**config.mk**
```make
export PLATFORM = sky130hd
export DESIGN_NAME = hsar_ctrl
export DESIGN_NICKNAME = d
export VERILOG_FILES = /design/src/rtl/hsar_pkg.sv /design/src/rtl/hsar_therm_enc.sv /design/src/rtl/hsar_prec_mask.sv /design/src/rtl/hsar_ctrl.sv
export SDC_FILE = /design/constraint.sdc
export NUM_CORES = 1
export LEC_CHECK = 0
export BUFFER_PORTS_ARGS = -buffer_cell sky130_fd_sc_hd__buf_2
export CAP_MARGIN = 25
export CORE_ASPECT_RATIO = 1.5
export CORE_UTILIZATION = 25
export CTS_CLUSTER_SIZE = 8
export DETAILED_ROUTE_END_ITERATION = 8
export HOLD_SLACK_MARGIN = 0.08
export PLACE_DENSITY = 0.44
export SLEW_MARGIN = 30
export SYNTH_ARGS = -nofsm -noshare
export SYNTH_HDL_FRONTEND = slang
export SYNTH_SLANG_ARGS = --single-unit
```
**constraint.sdc**
```tcl
create_clock -name clk -period 7.3 [get_ports clk]
set_input_delay 1.095 -clock clk [delete_from_list [all_inputs] [get_ports clk]]
set_output_delay 1.095 -clock clk [all_outputs]
set_load 0.02 [all_outputs]
```
**src/rtl/hsar_pkg.sv**
```systemverilog
package hsar_pkg;

    typedef enum logic [2:0] {
        ST_IDLE   = 3'd0,
        ST_SAMPLE = 3'd1,
        ST_FLASH  = 3'd2,
        ST_SAR    = 3'd3,
        ST_DONE   = 3'd4
    } state_e;

endpackage

```
**src/rtl/hsar_therm_enc.sv**
```systemverilog
// Bubble-tolerant thermometer-to-binary conversion: the result is the count of ones.
module hsar_therm_enc #(
    parameter int IN_W  = 31,
    parameter int OUT_W = 5
) (
    input  logic [IN_W-1:0]  therm_i,
    output logic [OUT_W-1:0] level_o
);

    always_comb begin
        level_o = '0;
        for (int i = 0; i < IN_W; i++) begin
            level_o = level_o + OUT_W'(therm_i[i]);
        end
    end

endmodule

```
**src/rtl/hsar_prec_mask.sv**
```systemverilog
// Clamps the precision setting and derives the kept-bit mask and the last bit index to test.
module hsar_prec_mask #(
    parameter int TOTAL_W = 16,
    parameter int FLASH_W = 5,
    parameter int PREC_W  = 5,
    parameter int IDX_W   = 4
) (
    input  logic [PREC_W-1:0]  prec_i,
    output logic [TOTAL_W-1:0] keep_o,
    output logic [IDX_W-1:0]   last_idx_o,
    output logic               flash_only_o
);

    int n_eff;

    always_comb begin
        n_eff = int'(prec_i);
        if (n_eff < FLASH_W) n_eff = FLASH_W;
        if (n_eff > TOTAL_W) n_eff = TOTAL_W;
        for (int i = 0; i < TOTAL_W; i++) begin
            keep_o[i] = (i >= (TOTAL_W - n_eff));
        end
        last_idx_o   = IDX_W'(TOTAL_W - n_eff);
        flash_only_o = (n_eff == FLASH_W);
    end

endmodule

```
**src/rtl/hsar_ctrl.sv**
```systemverilog
module hsar_ctrl
    import hsar_pkg::*;
#(
    parameter int TOTAL_W = 16,
    parameter int FLASH_W = 5,
    parameter int PREC_W  = $clog2(TOTAL_W + 1),
    parameter int THERM_W = (1 << FLASH_W) - 1
) (
    input  logic               clk,
    input  logic               rst_n,
    input  logic               start_i,
    input  logic [PREC_W-1:0]  prec_i,
    input  logic               seed_en_i,
    input  logic [TOTAL_W-1:0] seed_i,
    input  logic [THERM_W-1:0] therm_i,
    input  logic               cmp_i,
    output logic [TOTAL_W-1:0] trial_o,
    output logic               sample_o,
    output logic               done_o,
    output logic [TOTAL_W-1:0] code_o
);

    localparam int SAR_W = TOTAL_W - FLASH_W;
    localparam int IDX_W = $clog2(SAR_W + 1);

    typedef struct packed {
        state_e             state;
        logic [TOTAL_W-1:0] code;
        logic [IDX_W-1:0]   idx;
        logic [PREC_W-1:0]  prec;
        logic               seed_en;
        logic [TOTAL_W-1:0] seed;
        logic [TOTAL_W-1:0] out;
    } regs_t;

    regs_t q, d;

    logic [FLASH_W-1:0] flash_lvl;
    logic [TOTAL_W-1:0] keep;
    logic [IDX_W-1:0]   last_idx;
    logic               flash_only;
    logic [TOTAL_W-1:0] bit_oh;
    logic               seed_hit;
    state_e             st_now;

    hsar_therm_enc #(
        .IN_W  (THERM_W),
        .OUT_W (FLASH_W)
    ) u_therm (
        .therm_i (therm_i),
        .level_o (flash_lvl)
    );

    hsar_prec_mask #(
        .TOTAL_W (TOTAL_W),
        .FLASH_W (FLASH_W),
        .PREC_W  (PREC_W),
        .IDX_W   (IDX_W)
    ) u_mask (
        .prec_i       (q.prec),
        .keep_o       (keep),
        .last_idx_o   (last_idx),
        .flash_only_o (flash_only)
    );

    assign bit_oh   = TOTAL_W'(1) << q.idx;
    assign seed_hit = q.seed_en && (q.seed[TOTAL_W-1:SAR_W] == flash_lvl);
    assign st_now   = q.state;

    always_comb begin
        d = q;
        unique case (q.state)
            ST_IDLE: begin
                if (start_i) begin
                    d.state   = ST_SAMPLE;
                    d.prec    = prec_i;
                    d.seed_en = seed_en_i;
                    d.seed    = seed_i;
                end
            end
            ST_SAMPLE: begin
                d.state = ST_FLASH;
            end
            ST_FLASH: begin
                d.code                  = '0;
                d.code[TOTAL_W-1:SAR_W] = flash_lvl;
                if (seed_hit) begin
                    d.code[SAR_W-1:0] = q.seed[SAR_W-1:0] & keep[SAR_W-1:0];
                end
                d.idx = IDX_W'(SAR_W - 1);
                if (flash_only) begin
                    d.state = ST_DONE;
                    d.out   = d.code;
                end else begin
                    d.state = ST_SAR;
                end
            end
            ST_SAR: begin
                d.code = cmp_i ? (q.code | bit_oh) : (q.code & ~bit_oh);
                if (q.idx == last_idx) begin
                    d.state = ST_DONE;
                    d.out   = d.code;
                end else begin
                    d.idx = q.idx - IDX_W'(1);
                end
            end
            ST_DONE: begin
                d.state = ST_IDLE;
            end
            default: begin
                d.state = ST_IDLE;
            end
        endcase
    end

    always_ff @(posedge clk) begin
        if (!rst_n) begin
            q <= '0;
        end else begin
            q <= d;
        end
    end

    assign trial_o  = (q.state == ST_SAR) ? (q.code | bit_oh) : q.code;
    assign sample_o = (q.state == ST_SAMPLE);
    assign done_o   = (q.state == ST_DONE);
    assign code_o   = q.out;

endmodule


```
==> metrics.txt, run 1 <==
largest area contributor in the netlist dfxtp_1; Area Growth Syn to Fin 17.7%; Final HPWL DP 9470 microns; total die area 17500 sq um; fmax 156 MHz; Routed WL 12400 microns; max-slew violations 0; crit path max fanout 5; mapped cell area 4230 sq um; Setup TNS 0 ns; TritonCTS clock tree yes; Worst Path Class, Setup primary input to flop; via count 3771; Synth top area share 0.289; final hold viol count 0; die height 161 microns; die width 108 microns; Post-CTS Resized 0; count leader, synth nand2_1; dominant cells by area after synthesis dfxtp_1, fa_1, a21oi_1; CP Capture Type flop; H-tree depth 3; Worst EP required 7.54 ns; FP Rows 57; Clock Path Buffers 2; CTS clock-pin slew for the worst setup and hold paths 0.05 ns; Main synth FF type dfxtp_1; largest net degree at the start of global routing 46; MaxCap Viol Count 0; syn_nets 624; Port Buf Inserts 90; share of layout cells above drive strength 1 0.230; Seq/Total Area, Yosys 0.289; RSZ-0062 raised after global routing no; Final min period 6.42 ns; CTS Sinks 61; startpoint types primary input; leakage power 2.19 nW; diode count 0; Hold WS 0.460 ns; # DRC 0; vias in the first global route 3826; asr flop ratio synth 0; Routed wire per std cell 15.6 microns; first-pass GRT wire length 19900 microns; clock skew 0.00878 ns; total grt overflow 0; Post-Synthesis Cells 527; Syn Area/Cell 8.02 sq um; TritonCTS Buffers 9; top post-synthesis cells by count nand2_1, a21oi_1, dfxtp_1; GRT Total Usage 0.149; Worst-Margin Slew 0.883 ns; EDFF count, synth 0; core area 16400 sq um; Power per Cell Area 377 nW/um^2; final worst-path cycle share 0.880; Hold WC Path Type flop to flop; Netlist cell types 56; Peak VDD IR 0.279 mV; root buf cell clkbuf_16; antenna-violating nets left 0; DRT iter0 DRCs 166; Final Wtd Congestion 0.785; post-CTS setup buffer count 0; Worst-Skew Late Latency 0.33 ns; endpoints failing setup 0; 1st-pass router iterations 4; vias per cell 4.76; Arr. time, crit path 6.66 ns; status finished, final reports clean; synth warn 0; hold_buf cts 0; initial antenna violation count 0; Yosys reg bits 61; # nets final 679; Layout fillers 1822; Starting Density 0.258; Worst slew margin 0.410; IO Count 91
## cell families after synthesis
family / count (synthesis) / synth area share
compound gates: 152 / 0.225
simple gates: 141 / 0.157
buf+inv: 108 / 0.112
flops: 61 / 0.289
fa+ha+maj: 40 / 0.159
xor+xnor: 14 / 0.0322
mux: 11 / 0.0263
## where the power goes
part           switching [mW]  internal (mW)  total (mW)
sequential             0.0291          0.369       0.398
clock                   0.151          0.227       0.378
combinational           0.658          0.441        1.10
## state kept, by name, indices dropped and copies added, names as in the netlist
| signal | count |
|---|---|
| code_o | 16 |
| q | 42 |
| st_now | 3 |
## worst paths after layout
kind | from | end | slack, ns | cells after the start
hold / removal | q[18]$_SDFFE_PN0P_ | q[18]$_SDFFE_PN0P_ | 0.46 | 2
setup / recovery | therm_i[0] | code_o[9]$_SDFFE_PN0P_ | 0.88 | 19
hold reg to reg | q[18]$_SDFFE_PN0P_ | q[18]$_SDFFE_PN0P_ | 0.46 | 2
setup reg to reg | q[34]$_SDFFE_PN0P_ | code_o[8]$_SDFFE_PN0P_ | 4.26 | 7
## layout by cell type, fill, tap and decap left out, drive strengths merged, types with 4 or more instances in the layout
cell	count
inv	60
nor2	17
mux2i	10
xor2	4
clkbuf	11
buf	92
a31o	16
a21boi	5
clkinv	4
nand2	80
nor2b	5
o31ai	4
a311oi	4
o21ai	28
a211oi	6
nand3	17
fa	23
a21oi	64
nor3	6
xnor2	9
ha	17
a31oi	8
dfxtp	61
## final cells by class
| class | count | area (sq um) | share of cell area |
|---|---|---|---|
| inverter | 60 | 225 | 0.0452 |
| tap | 206 | 258 | 0.0518 |
| sequential | 61 | 1220 | 0.245 |
| clock buffer | 11 | 233 | 0.0468 |
| clock inverter | 5 | 27.5 | 0.00553 |
| multi-input combinational | 358 | 2550 | 0.512 |
| timing repair buffer | 92 | 465 | 0.0935 |
## through the flow
stage | utilization | cell area (sq um) | power (mW) | std cells | setup WS [ns]
floorplan | - | 4230 | 1.28 | 527 | 1.08
global placement | 0.287 | 4710 | 1.51 | 777 | 0.601
detailed placement | 0.288 | 4720 | 1.52 | 777 | 0.484
CTS | 0.303 | 4980 | 1.91 | 793 | 0.816
global route | 0.303 | 4980 | 2.04 | 793 | 0.497
finish | 0.303 | 4980 | 1.88 | 793 | 0.876
## worst max-delay path, stage by stage
cell	delay (ns)
buf_2	0.10
ha_1	0.28
inv_1	0.07
fa_1	0.43
fa_1	0.56
fa_1	0.45
fa_1	0.49
fa_1	0.53
fa_1	0.41
inv_1	0.06
ha_1	0.15
inv_1	0.05
fa_1	0.39
xnor2_1	0.27
xnor2_1	0.18
nand4_2	0.17
nor3_2	0.51
a31oi_1	0.21
a211oi_1	0.25
## per-layer routing
layer,global-route usage,part of all wire,routed length (microns)
met5,0,0,0
met4,0.0828,0.032,390
met3,0.0210,0.047,580
met2,0.256,0.50,6200
met1,0.174,0.42,5190
No activity file was read; power rests on OpenSTA's default activity.
==> run 2, diff against run 1 <==
--- a/config.mk
+++ b/config.mk
@@ -8,6 +8,7 @@
 export BUFFER_PORTS_ARGS = -buffer_cell sky130_fd_sc_hd__buf_2
 export CAP_MARGIN = 25
 export CORE_ASPECT_RATIO = 1.5
+export CORE_MARGIN = 3
 export CORE_UTILIZATION = 25
 export CTS_CLUSTER_SIZE = 8
 export DETAILED_ROUTE_END_ITERATION = 8
==> run 2 against run 1 <==
Net effect:
- maximum frequency fell by 0.77%
- hold slack got worse by 0.00072 ns
- clock power rose by 9.3%
- via count fell by 0.72%
- flip-flop and latch count did not move
- highest routed layer unchanged
- count of clock-buffer cells in the layout rose by 1
- first-iteration DRC count fell by 1.2%
- core utilization rose by 0.15 points
- final area rose by 0.48%
==> metrics.txt, run 2 (synthesis results as in run 1) <==
final worst-path cycle share 0.887; Post-CTS Resized 0; commonest non-fill, non-tap cell in the layout buf_2; post-route cell area 5000 sq um; crit path max fanout 5; diode count 0; fmax 154 MHz; Final HPWL DP 9540 microns; Worst slew margin 0.442; antenna-violating nets left 0; clock skew 0.00583 ns; CP max stage cell fa_1; total power 1.91 mW; die height 165 microns; Register-to-Register Path Depth 7; post-CTS setup buffer count 0; worst path cell trace buf_2, ha_1, inv_1, fa_1, fa_1, fa_1, fa_1, fa_1, fa_1, inv_1, ha_1, inv_1, fa_1, nand2b_1, a21oi_1, xnor2_1, nor3_2, a31oi_1, a211oi_1; initial antenna violation count 0; Clock Path Buffers 2; final hold viol count 0; Hold Path Depth 2; Worst-Margin Slew 0.836 ns; leakage power 2.20 nW; Worst EP required 7.54 ns; vias per cell 4.73; Power per Cell Area 381 nW/um^2; most frequent cells in the layout buf_2, nand2_1, a21oi_1; CP most frequent cell fa_1; FP Rows 57; CTS Sinks 61; Worst Path Class, Setup primary input to flop; TritonCTS clock tree yes; # nets final 679; placed inst area 4720 sq um; TritonCTS Buffers 9; GRT Total Usage 0.135; startpoint types primary input; Final min period 6.47 ns; endpoints failing setup 0; Area Growth Syn to Fin 18.3%; Routed wire per std cell 15.6 microns; share of layout cells above drive strength 1 0.229; Port Buf Inserts 90; R2R setup slack 4.24 ns; core area 16400 sq um; first-pass GRT wire length 19600 microns; Top delay family on crit path adder cells; Arr. time, crit path 6.71 ns; Routed WL 12400 microns; Peak VDD IR 0.269 mV; root buf cell clkbuf_16; CTS clock-pin slew for the worst setup and hold paths 0.05 ns; via count 3744; CP Capture Type flop; Final Wtd Congestion 0.825; hold_buf cts 0; MaxCap Viol Count 0; RSZ-0062 raised after global routing no; largest net degree at the start of global routing 46; Setup TNS 0 ns; total die area 18500 sq um; status finished, final reports clean; Worst-Skew Late Latency 0.33 ns; max-slew violations 0; # DRC 0; H-tree depth 3; Buf+Inv Stages, Crit Path 4; max reg flops 42; DRT iter0 DRCs 164; max incr delay on CP 0.55 ns; total grt overflow 0; die width 112 microns; Hold WS 0.459 ns; IO Count 91; Starting Density 0.258; 1st-pass router iterations 5; vias in the first global route 3767; Hold WC Path Type flop to flop; cell depth of the worst setup path 19; Largest Register q
## run 2: changes by cell type in the layout (fill, tap and decap cells not counted), sizes merged
| cell | delta |
|---|---|
| bufinv | +1 |
| clkinvlp | -1 |
| clkinv | -3 |
| clkbuf | +1 |
## run 2: per-layer routing
layer	part of all wire	wire length, microns	vias to the layer above	track usage
met4	0.016	199	0	0.0536
met5	0	0	-	0
li1	-	-	1884	-
met3	0.046	565	12	0.0270
met1	0.42	5220	1738	0.160
met2	0.52	6370	110	0.237
## run 2: worst paths after layout
check | start | to
min | q[23]$_SDFFE_PN0P_ | q[23]$_SDFFE_PN0P_
min reg2reg | q[23]$_SDFFE_PN0P_ | q[23]$_SDFFE_PN0P_
max reg2reg | q[35]$_SDFFE_PN0P_ | code_o[8]$_SDFFE_PN0P_
max | therm_i[0] | code_o[10]$_SDFFE_PN0P_
## run 2: report_power, final
group / internal [mW] / switching (mW) / leakage (nW) / total [mW]
Clock: 0.269 / 0.144 / 0.139 / 0.413
Sequential: 0.369 / 0.0293 / 0.498 / 0.399
Combinational: 0.443 / 0.652 / 1.56 / 1.09
Total: 1.08 / 0.825 / 2.20 / 1.91
## run 2: tightest hold or removal path: stages (launching register included)
cell	delay (ns)
dfxtp_1	0.31
nand2_1	0.05
a21oi_1	0.05
## run 2: final cells by class
cell class / count / area, sq um
Fill cell: 1790 / 11400
Inverter: 60 / 225
Multi-Input combinational cell: 358 / 2550
Clock inverter: 2 / 35.0
Clock buffer: 12 / 246
Tap cell: 206 / 258
Timing Repair Buffer: 92 / 465
Sequential cell: 61 / 1220
## run 2: per-stage QoR
step / util / worst slack [ns] / std cells
final: 0.305 / 0.826 / 791
after global routing: 0.305 / 0.512 / 791
after CTS: 0.305 / 0.852 / 791
after detailed placement: 0.288 / 0.532 / 777
after global placement: 0.287 / 0.669 / 777
after floorplan: - / 1.08 / 527
